**config.mk**
```make
export PLATFORM = sky130hd
export DESIGN_NAME = irq_prio_ctrl
export DESIGN_NICKNAME = d
export VERILOG_FILES = /design/src/rtl/irq_pkg.sv /design/src/rtl/irq_rst_sync.sv /design/src/rtl/irq_regs.sv /design/src/rtl/irq_arbiter.sv /design/src/rtl/irq_svc.sv /design/src/rtl/irq_prio_ctrl.sv
export SDC_FILE = /design/constraint.sdc
export NUM_CORES = 1
export LEC_CHECK = 0
export ABC_AREA = 0
export BUFFER_PORTS_ARGS = -buffer_cell sky130_fd_sc_hd__buf_2
export CAP_MARGIN = 20
export CORE_MARGIN = 2
export CORE_UTILIZATION = 40
export DETAILED_ROUTE_END_ITERATION = 10
export PLACE_DENSITY = 0.73
export RECOVER_POWER = 25
export SLEW_MARGIN = 20
export SYNTH_ARGS = -nofsm -noshare
export SYNTH_HDL_FRONTEND = slang
export SYNTH_HIERARCHICAL = 1
export SYNTH_SLANG_ARGS = --single-unit
export TNS_END_PERCENT = 50
```
**constraint.sdc**
```tcl
create_clock -name clk -period 1.3 [get_ports clk]
set_input_delay 0.26 -clock clk [delete_from_list [all_inputs] [get_ports clk]]
set_output_delay 0.26 -clock clk [all_outputs]
set_load 0.02 [all_outputs]
```
**src/rtl/irq_pkg.sv**
```systemverilog
package irq_pkg;

  // Width of the encoded level for a given number of sources; the all-ones
  // code is reserved for "no winner".
  function automatic int lvl_width(input int n_src);
    return $clog2(n_src + 1);
  endfunction

  // Fixed low bits appended to the level to form the service address.
  localparam logic [2:0] VEC_TAIL = 3'b011;

  typedef struct packed {
    logic hi;
    logic lo;
  } svc_t;

endpackage

```
**src/rtl/irq_rst_sync.sv**
```systemverilog
module irq_rst_sync #(
  parameter int STAGES = 2
) (
  input  logic clk,
  input  logic rst_n_in,
  output logic rst_n_out
);

  logic [STAGES-1:0] sync_q;
  logic [STAGES-1:0] sync_d;

  always_comb begin
    sync_d = {sync_q[STAGES-2:0], 1'b1};
  end

  always_ff @(posedge clk or negedge rst_n_in) begin
    if (!rst_n_in) begin
      sync_q <= '0;
    end else begin
      sync_q <= sync_d;
    end
  end

  assign rst_n_out = sync_q[STAGES-1];

endmodule

```
**src/rtl/irq_regs.sv**
```systemverilog
module irq_regs #(
  parameter int          ADDR_W   = 8,
  parameter int          DATA_W   = 8,
  parameter logic [7:0]  EN_ADDR  = 8'hA8,
  parameter logic [7:0]  PRI_ADDR = 8'hB8
) (
  input  logic              clk,
  input  logic              rst_n,
  input  logic [ADDR_W-1:0] addr,
  input  logic [DATA_W-1:0] wdata,
  input  logic              we,
  output logic [DATA_W-1:0] en_q,
  output logic [DATA_W-1:0] pri_q,
  output logic [DATA_W-1:0] rdata
);

  localparam logic [ADDR_W-1:0] EN_A  = ADDR_W'(EN_ADDR);
  localparam logic [ADDR_W-1:0] PRI_A = ADDR_W'(PRI_ADDR);

  logic              hit_en;
  logic              hit_pri;
  logic              en_ce;
  logic              pri_ce;
  logic [DATA_W-1:0] rd_d;
  logic [DATA_W-1:0] rdata_q;

  always_comb begin
    hit_en  = (addr == EN_A);
    hit_pri = (addr == PRI_A);
    en_ce   = we && hit_en;
    pri_ce  = we && hit_pri;
    if (hit_en) begin
      rd_d = en_q;
    end else if (hit_pri) begin
      rd_d = pri_q;
    end else begin
      rd_d = '0;
    end
  end

  always_ff @(posedge clk or negedge rst_n) begin
    if (!rst_n) begin
      en_q <= '0;
    end else if (en_ce) begin
      en_q <= wdata;
    end
  end

  always_ff @(posedge clk or negedge rst_n) begin
    if (!rst_n) begin
      pri_q <= '0;
    end else if (pri_ce) begin
      pri_q <= wdata;
    end
  end

  always_ff @(posedge clk or negedge rst_n) begin
    if (!rst_n) begin
      rdata_q <= '0;
    end else begin
      rdata_q <= rd_d;
    end
  end

  assign rdata = rdata_q;

endmodule

```
**src/rtl/irq_arbiter.sv**
```systemverilog
module irq_arbiter #(
  parameter int NUM_SRC = 5,
  parameter int LVL_W   = irq_pkg::lvl_width(NUM_SRC)
) (
  input  logic [NUM_SRC-1:0] req,
  input  logic [NUM_SRC-1:0] en_mask,
  input  logic [NUM_SRC-1:0] pri_mask,
  input  logic               gie,
  input  logic               serving_hi,
  input  logic               serving_lo,
  output logic [LVL_W-1:0]   win_lvl,
  output logic               win_hi,
  output logic               pending
);

  localparam logic [LVL_W-1:0] LVL_NONE = '1;

  logic [NUM_SRC-1:0] any_vec;
  logic [NUM_SRC-1:0] hi_vec;
  logic [LVL_W-1:0]   any_lvl;
  logic [LVL_W-1:0]   hi_lvl;
  logic               allowed;

  always_comb begin
    any_vec = req & en_mask;
    hi_vec  = any_vec & pri_mask;
  end

  // Lowest index wins: scan from the top so the last hit is the smallest.
  always_comb begin
    hi_lvl  = LVL_NONE;
    any_lvl = LVL_NONE;
    for (int i = NUM_SRC - 1; i >= 0; i--) begin
      if (hi_vec[i]) begin
        hi_lvl = LVL_W'(i);
      end
      if (any_vec[i]) begin
        any_lvl = LVL_W'(i);
      end
    end
  end

  always_comb begin
    win_hi  = |hi_vec;
    win_lvl = win_hi ? hi_lvl : any_lvl;
    allowed = !serving_hi && (win_hi || !serving_lo);
    pending = gie && (win_lvl != LVL_NONE) && allowed;
  end

endmodule

```
**src/rtl/irq_svc.sv**
```systemverilog
module irq_svc #(
  parameter int LVL_W = 3,
  parameter int VEC_W = 16
) (
  input  logic             clk,
  input  logic             rst_n,
  input  logic             take,
  input  logic             ret,
  input  logic [LVL_W-1:0] win_lvl,
  input  logic             win_hi,
  output logic             serving_hi,
  output logic             serving_lo,
  output logic [VEC_W-1:0] vector
);

  import irq_pkg::*;

  localparam logic [LVL_W-1:0] LVL_NONE = '1;

  svc_t             svc_q;
  svc_t             svc_d;
  logic [LVL_W-1:0] lvl_q;
  logic [LVL_W-1:0] lvl_d;
  logic             lvl_ce;

  // Return outranks acknowledge when both arrive together.
  always_comb begin
    svc_d  = svc_q;
    lvl_d  = lvl_q;
    lvl_ce = 1'b0;
    if (ret) begin
      if (svc_q.hi) begin
        svc_d.hi = 1'b0;
      end else begin
        svc_d.lo = 1'b0;
      end
    end else if (take) begin
      svc_d.hi = win_hi;
      svc_d.lo = svc_q.lo || !win_hi;
      lvl_d    = win_lvl;
      lvl_ce   = 1'b1;
    end
  end

  always_ff @(posedge clk or negedge rst_n) begin
    if (!rst_n) begin
      svc_q <= '0;
    end else begin
      svc_q <= svc_d;
    end
  end

  always_ff @(posedge clk or negedge rst_n) begin
    if (!rst_n) begin
      lvl_q <= LVL_NONE;
    end else if (lvl_ce) begin
      lvl_q <= lvl_d;
    end
  end

  assign serving_hi = svc_q.hi;
  assign serving_lo = svc_q.lo;
  assign vector     = VEC_W'({lvl_q, VEC_TAIL});

endmodule

```
**src/rtl/irq_prio_ctrl.sv**
```systemverilog
module irq_prio_ctrl #(
  parameter int         NUM_SRC  = 5,
  parameter int         ADDR_W   = 8,
  parameter int         DATA_W   = 8,
  parameter int         VEC_W    = 16,
  parameter logic [7:0] EN_ADDR  = 8'hA8,
  parameter logic [7:0] PRI_ADDR = 8'hB8
) (
  input  logic               clk,
  input  logic               rst_n,
  input  logic [NUM_SRC-1:0] irq_req,
  input  logic [ADDR_W-1:0]  sfr_addr,
  input  logic [DATA_W-1:0]  sfr_wdata,
  input  logic               sfr_we,
  output logic [DATA_W-1:0]  sfr_rdata,
  input  logic               irq_ack,
  input  logic               irq_ret,
  output logic               irq_pending,
  output logic [VEC_W-1:0]   irq_vector,
  output logic               serving_hi,
  output logic               serving_lo
);

  localparam int LVL_W   = irq_pkg::lvl_width(NUM_SRC);
  localparam int GIE_BIT = DATA_W - 1;

  logic              rst_n_sync;
  logic [DATA_W-1:0] en_q;
  logic [DATA_W-1:0] pri_q;
  logic [LVL_W-1:0]  win_lvl;
  logic              win_hi;
  logic              take;

  irq_rst_sync #(
    .STAGES (2)
  ) u_rst (
    .clk       (clk),
    .rst_n_in  (rst_n),
    .rst_n_out (rst_n_sync)
  );

  irq_regs #(
    .ADDR_W   (ADDR_W),
    .DATA_W   (DATA_W),
    .EN_ADDR  (EN_ADDR),
    .PRI_ADDR (PRI_ADDR)
  ) u_regs (
    .clk   (clk),
    .rst_n (rst_n_sync),
    .addr  (sfr_addr),
    .wdata (sfr_wdata),
    .we    (sfr_we),
    .en_q  (en_q),
    .pri_q (pri_q),
    .rdata (sfr_rdata)
  );

  irq_arbiter #(
    .NUM_SRC (NUM_SRC),
    .LVL_W   (LVL_W)
  ) u_arb (
    .req        (irq_req),
    .en_mask    (en_q[NUM_SRC-1:0]),
    .pri_mask   (pri_q[NUM_SRC-1:0]),
    .gie        (en_q[GIE_BIT]),
    .serving_hi (serving_hi),
    .serving_lo (serving_lo),
    .win_lvl    (win_lvl),
    .win_hi     (win_hi),
    .pending    (irq_pending)
  );

  assign take = irq_ack && irq_pending;

  irq_svc #(
    .LVL_W (LVL_W),
    .VEC_W (VEC_W)
  ) u_svc (
    .clk        (clk),
    .rst_n      (rst_n_sync),
    .take       (take),
    .ret        (irq_ret),
    .win_lvl    (win_lvl),
    .win_hi     (win_hi),
    .serving_hi (serving_hi),
    .serving_lo (serving_lo),
    .vector     (irq_vector)
  );

endmodule

```
==> results of run 1 <==
-- power breakdown --
| group | total (mW) | internal [mW] | leakage (nW) | switching, mW |
|---|---|---|---|---|
| clock network | 0.716 | 0.365 | 0.0477 | 0.351 |
| logic | 0.252 | 0.118 | 0.650 | 0.135 |
| registers | 1.03 | 1.00 | 0.415 | 0.0231 |
-- state kept, by name (all words and copies together), names as in the netlist --
| name | cells |
|---|---|
| u_regs/en_q | 8 |
| u_regs/pri_q | 8 |
| u_regs/rdata | 8 |
| u_svc/lvl_q | 3 |
| u_rst/sync_q | 2 |
| u_svc/serving_hi | 1 |
| u_svc/serving_lo | 1 |
-- timing repair --
item / in CTS / in global routing
hold buffers: 1 / 0
hold endpoints to repair: 2 / 0
gates resized for setup: 9 / 1
endpoints found under the setup margin: 6 / 6
buffers inserted: 6 / 1
pin swaps: 4 / 1
-- layer usage --
metal | track usage | vias to the layer above | share of wire
met3 | 0.0613 | 9 | 0.062
met5 | 0 | - | 0
met2 | 0.273 | 32 | 0.51
met1 | 0.203 | 553 | 0.41
met4 | 0.0689 | 0 | 0.021
li1 | - | 549 | -
-- worst max-delay path by stage --
stage | from | end | slack, ps | depth (start not counted)
final | u_regs/en_q[3] | irq_pending | -570 | 6
after global routing | u_regs/en_q[3] | irq_pending | -620 | 6
after CTS | u_regs/en_q[3] | irq_pending | -540 | 6
after detailed placement | u_regs/en_q[0] | u_svc/lvl_q[2] | -460 | 7
after global placement | u_regs/en_q[3] | u_svc/lvl_q[0] | -380 | 7
after floorplan | u_regs/en_q[2] | u_svc/lvl_q[0] | -420 | 7
-- Yosys cell counts, types with 3 or more instances --
library cell  instances  area share
conb_1                3      0.0073
buf_4                14       0.068
nor2_1               10       0.024
nand2_1               9       0.022
mux2i_1               9       0.058
mux2_4                3       0.029
nand4_1               3       0.012
dfrtp_1              28        0.45
nand3_2               3       0.019
dfstp_2               3       0.051
mux2_2               16        0.12
-- stage by stage --
step,instances,setup TNS [ps],power (mW),cell area [um2],hold WS [ps]
final,243,-2770,1.99,2090,202
after CTS,242,-2710,2.02,2080,199
after floorplan,136,-2140,1.21,1600,-35.6
after detailed placement,227,-5880,1.28,1910,48.5
after global routing,243,-3320,2.09,2090,198
after global placement,227,-4880,1.27,1910,44.8
-- worst max-delay path: cells and delay by family, from the launching register on --
kind            cells  cell delay [ps]
simple gates        3              410
flops               1              420
buf+inv             2              230
compound gates      1              260
-- area by class of cell --
cell class / instances / area [um2] / share of cell area
sequential: 31 / 779 / 0.373
timing repair buffer: 66 / 435 / 0.209
clock buffer: 5 / 68.8 / 0.0330
multi-input combinational: 88 / 722 / 0.346
clock inverter: 3 / 15.0 / 0.00719
inverter: 2 / 7.51 / 0.00359
tap: 48 / 60.1 / 0.0288
-- kinds of logic (layout without fill, tap and decap cells) --
family | Yosys count | after routing | share of synthesized area
AND/OR/NAND/NOR | 38 | 38 | 0.159
AO/OA/AOI/OAI | 8 | 8 | 0.0438
buffers and inverters | 17 | 76 | 0.0803
multiplexers | 28 | 28 | 0.204
other | 3 | 14 | 0.00730
flip-flops | 31 | 31 | 0.505
==> flow_summary_export.csv, run 1 <==
group,metric,value,unit
run_status,run_status,"finished with violations",
run_status,failed_checks,"setup timing",
critical_path,critPathMaxFanout,4,
min_path,holdPathEnd,"u_svc/serving_hi",
finish,final_cell_mix,"37 x buf_2, 28 x dfrtp_1, 21 x buf_4, 15 x mux2_2, 14 x conb_1",
critical_path,cp_slowest_stage_delay,420,ps
min_path,min-delay-start,"irq_ret",
detailed_routing,wl_per_cell,12.9,um
sta,period_minus_slack,1870,ps
detailed_routing,dr.pass1.iters,4,
logic_synthesis,syn_avg_cell_area,12.3,um2
min_path,whs_path_depth,2,
finish,layout_commonest_cell,"buf_2",
critical_path,critPathRequiredTime,1040,ps
detailed_routing,drc_errors,0,
critical_path,cpMaxStageDelayCell,"dfrtp_1",
finish,antennaDiodeCount,0,
clock_network,cts_tree,"built",
power,p_leak,1.11,nW
global_route,antenna_found_initial,0,
critical_path,start_kind,"flop",
job,cap_viol_max_count,0,
finish,area_delta_synth_final,35.4,%
detailed_routing,drtAntennaViolNets,0,
sta,tightest_slew,708,ps
place,dp_slack,-464,ps
sta,hold_viol,0,
sta,setup_violations,6,
floorplanning,rows,22,
sta,maxSlewHeadroom,0.528,
critical_path,end_kind,"primary output",
critical_path,rrSetupSlack,-490,ps
clock_network,htreeDepth,2,
logic_synthesis,ys_seq_elements,31,
logic_synthesis,synth_edf_count,0,
floorplanning,die_w,66.1,um
detailed_routing,totalWireLength,3.14,mm
sta,fmax,534,MHz
global_route,grt_max_degree,30,
logic_synthesis,synthCells,125,
sta,period_share,1.44,
detailed_routing,post_drt_via_cell_ratio,4.70,
logic_synthesis,ys.warnings.count,6,
logic_synthesis,synth_cell_types,30,
critical_path,arrival,1610,ps
clock_network,clock_sinks,31,
logic_synthesis,synthArstFlopShare,1.00,
finish,final.fill_count,318,
logic_synthesis,synth_sequential_area_ratio,0.505,
critical_path,path_cells,"nand3_2 > nand4_1 > nand2b_4 > o221a_4 > buf_6 > buf_6",
floorplanning,die_y,66.1,um
floorplanning,core_region_area,3690,um2
clock_network,clk_pin_slew,60,ps
critical_path,critPathMostFrequentCell,"buf_6",
sta,rsz0062_at_grt,"true",
finish,drive_gt1_frac,0.569,
detailed_routing,vias,1143,
global_route,grt-ovfl-total,0,
floorplanning,initial_core_util,0.418,
floorplanning,die_area,4370,um2
global_route,grt_pass1_wl,5.44,mm
place,portBuffers,39,
place,hpwlAfterDp,2.35,mm
sta,fin_skew,4.59,ps
finish,post-route-util,0.566,
place,gp_congestion,0.913,
clock_network,root_buffer,"clkbuf_8",
min_path,hold_class,"in -> reg",
finish,finalNetCount,220,
critical_path,r2r_end,"u_svc/lvl_q[2]",
power,powerDensity,955,nW/um2
global_route,grt_pass1_vias,1154,
clock_network,cts_inserted_buffers,5,
floorplanning,ioPinCount,53,
detailed_routing,drt_iter0_drc,23,
critical_path,critPathKind,"reg -> out",
sta,timing.final.max_slew_violations,0,
sta,fin_ws,-573,ps
global_route,grt_usage,0.169,
critical_path,worst_r2r_path_depth,7,
logic_synthesis,synth_top_flop_cell,"dfrtp_1",
power,peakVddDrop,0.727,mV
logic_synthesis,synth.cell_area,1540,um2
critical_path,reg2reg_from,"u_regs/en_q[0]",
clock_network,clock_path_buffers,2,
clock_network,insertion_delay,280,ps
(Power assumes the default switching activity.)
==> inputs of run 2 (changes only) <==
Settings changed: SYNTH_HIERARCHICAL 1 to unset.
==> run 2 against run 1 <==
Effect of this change: the flow still finishes with violations (setup timing); clock power grew 37%; non-clock buffer count grew 13; core utilization grew 5.2 points; register-to-register slack gained 240 ps; flip-flop and latch count is the same; die area grew 0.38%; critical path type unchanged; largest power group unchanged.
==> flow_summary_export.csv, run 2 <==
group,metric,value,unit
run_status,run_status,"finished with violations",
run_status,failed_checks,"setup timing",
floorplanning,die_w,66.2,um
clock_network,cts_inserted_buffers,5,
clock_network,root_buffer,"clkbuf_8",
clock_network,clk_pin_slew,70,ps
floorplanning,initial_core_util,0.420,
logic_synthesis,synth_cell_types,28,
critical_path,arrival,1460,ps
logic_synthesis,synthArstFlopShare,1.00,
global_route,grt_pass1_wl,6.02,mm
logic_synthesis,yosys.area.top_type_share,0.452,
finish,final_cell_mix,"36 x buf_2, 35 x buf_4, 28 x dfrtp_1, 16 x mux2_4, 14 x conb_1",
logic_synthesis,synth_sequential_area_ratio,0.503,
floorplanning,rows,22,
detailed_routing,totalWireLength,3.83,mm
global_route,grt_pass1_vias,1285,
clock_network,clock_sinks,31,
sta,maxSlewHeadroom,0.515,
sta,fin_hold_ws,156,ps
finish,multiInputGateArea,786,um2
sta,tightest_slew,727,ps
power,powerDensity,1020,nW/um2
place,hpwlAfterDp,2.65,mm
floorplanning,die_y,66.2,um
sta,setup_tns,-2840,ps
sta,period_minus_slack,1720,ps
finish,regArea,779,um2
detailed_routing,drt_iter0_drc,47,
detailed_routing,wl_per_cell,15.1,um
logic_synthesis,synth_common_cells,"28 x dfrtp_1, 16 x mux2_4, 13 x buf_4",
critical_path,critPathMaxFanout,2,
sta,fmax,580,MHz
critical_path,critPathRequiredTime,1040,ps
floorplanning,ioPinCount,53,
finish,instances_no_fill,254,
logic_synthesis,synth_edf_count,0,
critical_path,rrSetupSlack,-250,ps
clock_network,insertion_delay,290,ps
finish,area_delta_synth_final,47.1,%
critical_path,start_kind,"flop",
finish,postLayoutCellArea,2280,um2
sta,fin_ws,-425,ps
place,portBuffers,39,
logic_synthesis,synth.top_cells.by_area,"dfrtp_1 45%, mux2_4 16%, buf_4 6.3%, a22o_2 5.2%, dfstp_2 5.1%",
clock_network,htreeDepth,2,
logic_synthesis,yosysMostFrequentCell,"dfrtp_1",
logic_synthesis,synthCells,120,
sta,timing.final.max_slew_violations,0,
detailed_routing,post_drt_via_cell_ratio,4.87,
job,cap_viol_max_count,0,
detailed_routing,vias,1237,
clock_network,cts_tree,"built",
global_route,grt_usage,0.187,
logic_synthesis,syn_avg_cell_area,12.9,um2
power,total_power,2.33,mW
sta,setup_violations,22,
clock_network,clock_path_buffers,2,
logic_synthesis,ys_seq_elements,31,
finish,post-route-util,0.618,
sta,rsz0062_at_grt,"true",
critical_path,end_kind,"primary output",
critical_path,critPathKind,"reg -> out",
global_route,grt_max_degree,30,
power,p_leak,1.23,nW
sta,fin_skew,6.80,ps
sta,hold_viol,0,
logic_synthesis,ys.warnings.count,0,
finish,antennaDiodeCount,0,
min_path,hold_class,"in -> reg",
place,dpl_cell_area,2000,um2
logic_synthesis,synth.largest_area_cell,"dfrtp_1",
finish,drive_gt1_frac,0.646,
finish,final.fill_count,309,
floorplanning,die_area,4390,um2
place,placed_cells,239,
finish,layout_commonest_cell,"buf_2",
detailed_routing,dr.pass1.iters,4,
detailed_routing,drtAntennaViolNets,0,
logic_synthesis,synth.cell_area,1550,um2
global_route,grt-ovfl-total,0,
detailed_routing,drc_errors,0,
finish,finalNetCount,231,
floorplanning,core_region_area,3690,um2
sta,period_share,1.33,
logic_synthesis,synth_top_flop_cell,"dfrtp_1",
power,peakVddDrop,0.501,mV
place,gp_congestion,0.785,
global_route,antenna_found_initial,0,
place,dp_slack,-411,ps
-- run 2: changes by cell type after synthesis, sizes merged, moves of 3 or more --
cell	previous run	this run
mux2i	9	0
a22o	0	8
a21oi	0	6
nor2	10	4
mux2	19	16
nand4	4	1
nor2b	3	0
-- run 2: cell type report --
type | instances | area share
Clock buffer | 6 | 0.0362
Multi-Input combinational cell | 84 | 0.345
Inverter | 4 | 0.00769
Timing Repair Buffer | 79 | 0.227
Clock inverter | 2 | 0.0154
Tap cell | 48 | 0.0264
Sequential cell | 31 | 0.342
-- run 2: path summary, 6_finish.rpt --
| check | startpoint | endpoint | cells after the start |
|---|---|---|---|
| max | u_regs.en_q[0] | irq_pending | 5 |
| min | irq_ret | u_svc.serving_hi | 2 |
| max reg2reg | u_regs.en_q[0] | u_svc.lvl_q[2] | 6 |
| min reg2reg | u_rst.sync_q[0] | u_rst.sync_q[1] | 0 |
| max in group asynchronous | u_rst.sync_q[1] | u_svc.serving_hi | 1 |
| min in group asynchronous | rst_n | u_rst.sync_q[1] | 2 |
-- run 2: layer usage --
metal,global-route usage,wire length [um],up-vias
met4,0.0765,65,0
met1,0.205,1610,611
li1,-,-,581
met5,0,0,-
met3,0.0443,171,6
met2,0.343,1990,39
-- run 2: timing repair --
action / 4_1_cts / 5_1_grt
pin swaps: 10 / 9
gates resized for setup: 24 / 3
hold buffers: 1 / 0
hold endpoints to repair: 2 / 0
buffers inserted: 5 / 2
endpoints found under the setup margin: 22 / 29
-- run 2: critical path: stages (launching register included) --
cell and delay [ps]:
dfrtp_1 400, a22oi_2 240, a32oi_2 170, nor2_2 160
nor3b_2 60, buf_4 150
-- run 2: cells by family after synthesis --
family / share of synthesized area
AO/OA/AOI/OAI: 0.139
buffers and inverters: 0.0727
flip-flops: 0.503
multiplexers: 0.155
other: 0.00485
AND/OR/NAND/NOR: 0.125
-- run 2: power breakdown --
| part | leakage (nW) | internal [mW] | switching (mW) |
|---|---|---|---|
| clock network | 0.0612 | 0.619 | 0.361 |
| logic | 0.754 | 0.160 | 0.165 |
| registers | 0.415 | 1.00 | 0.0199 |
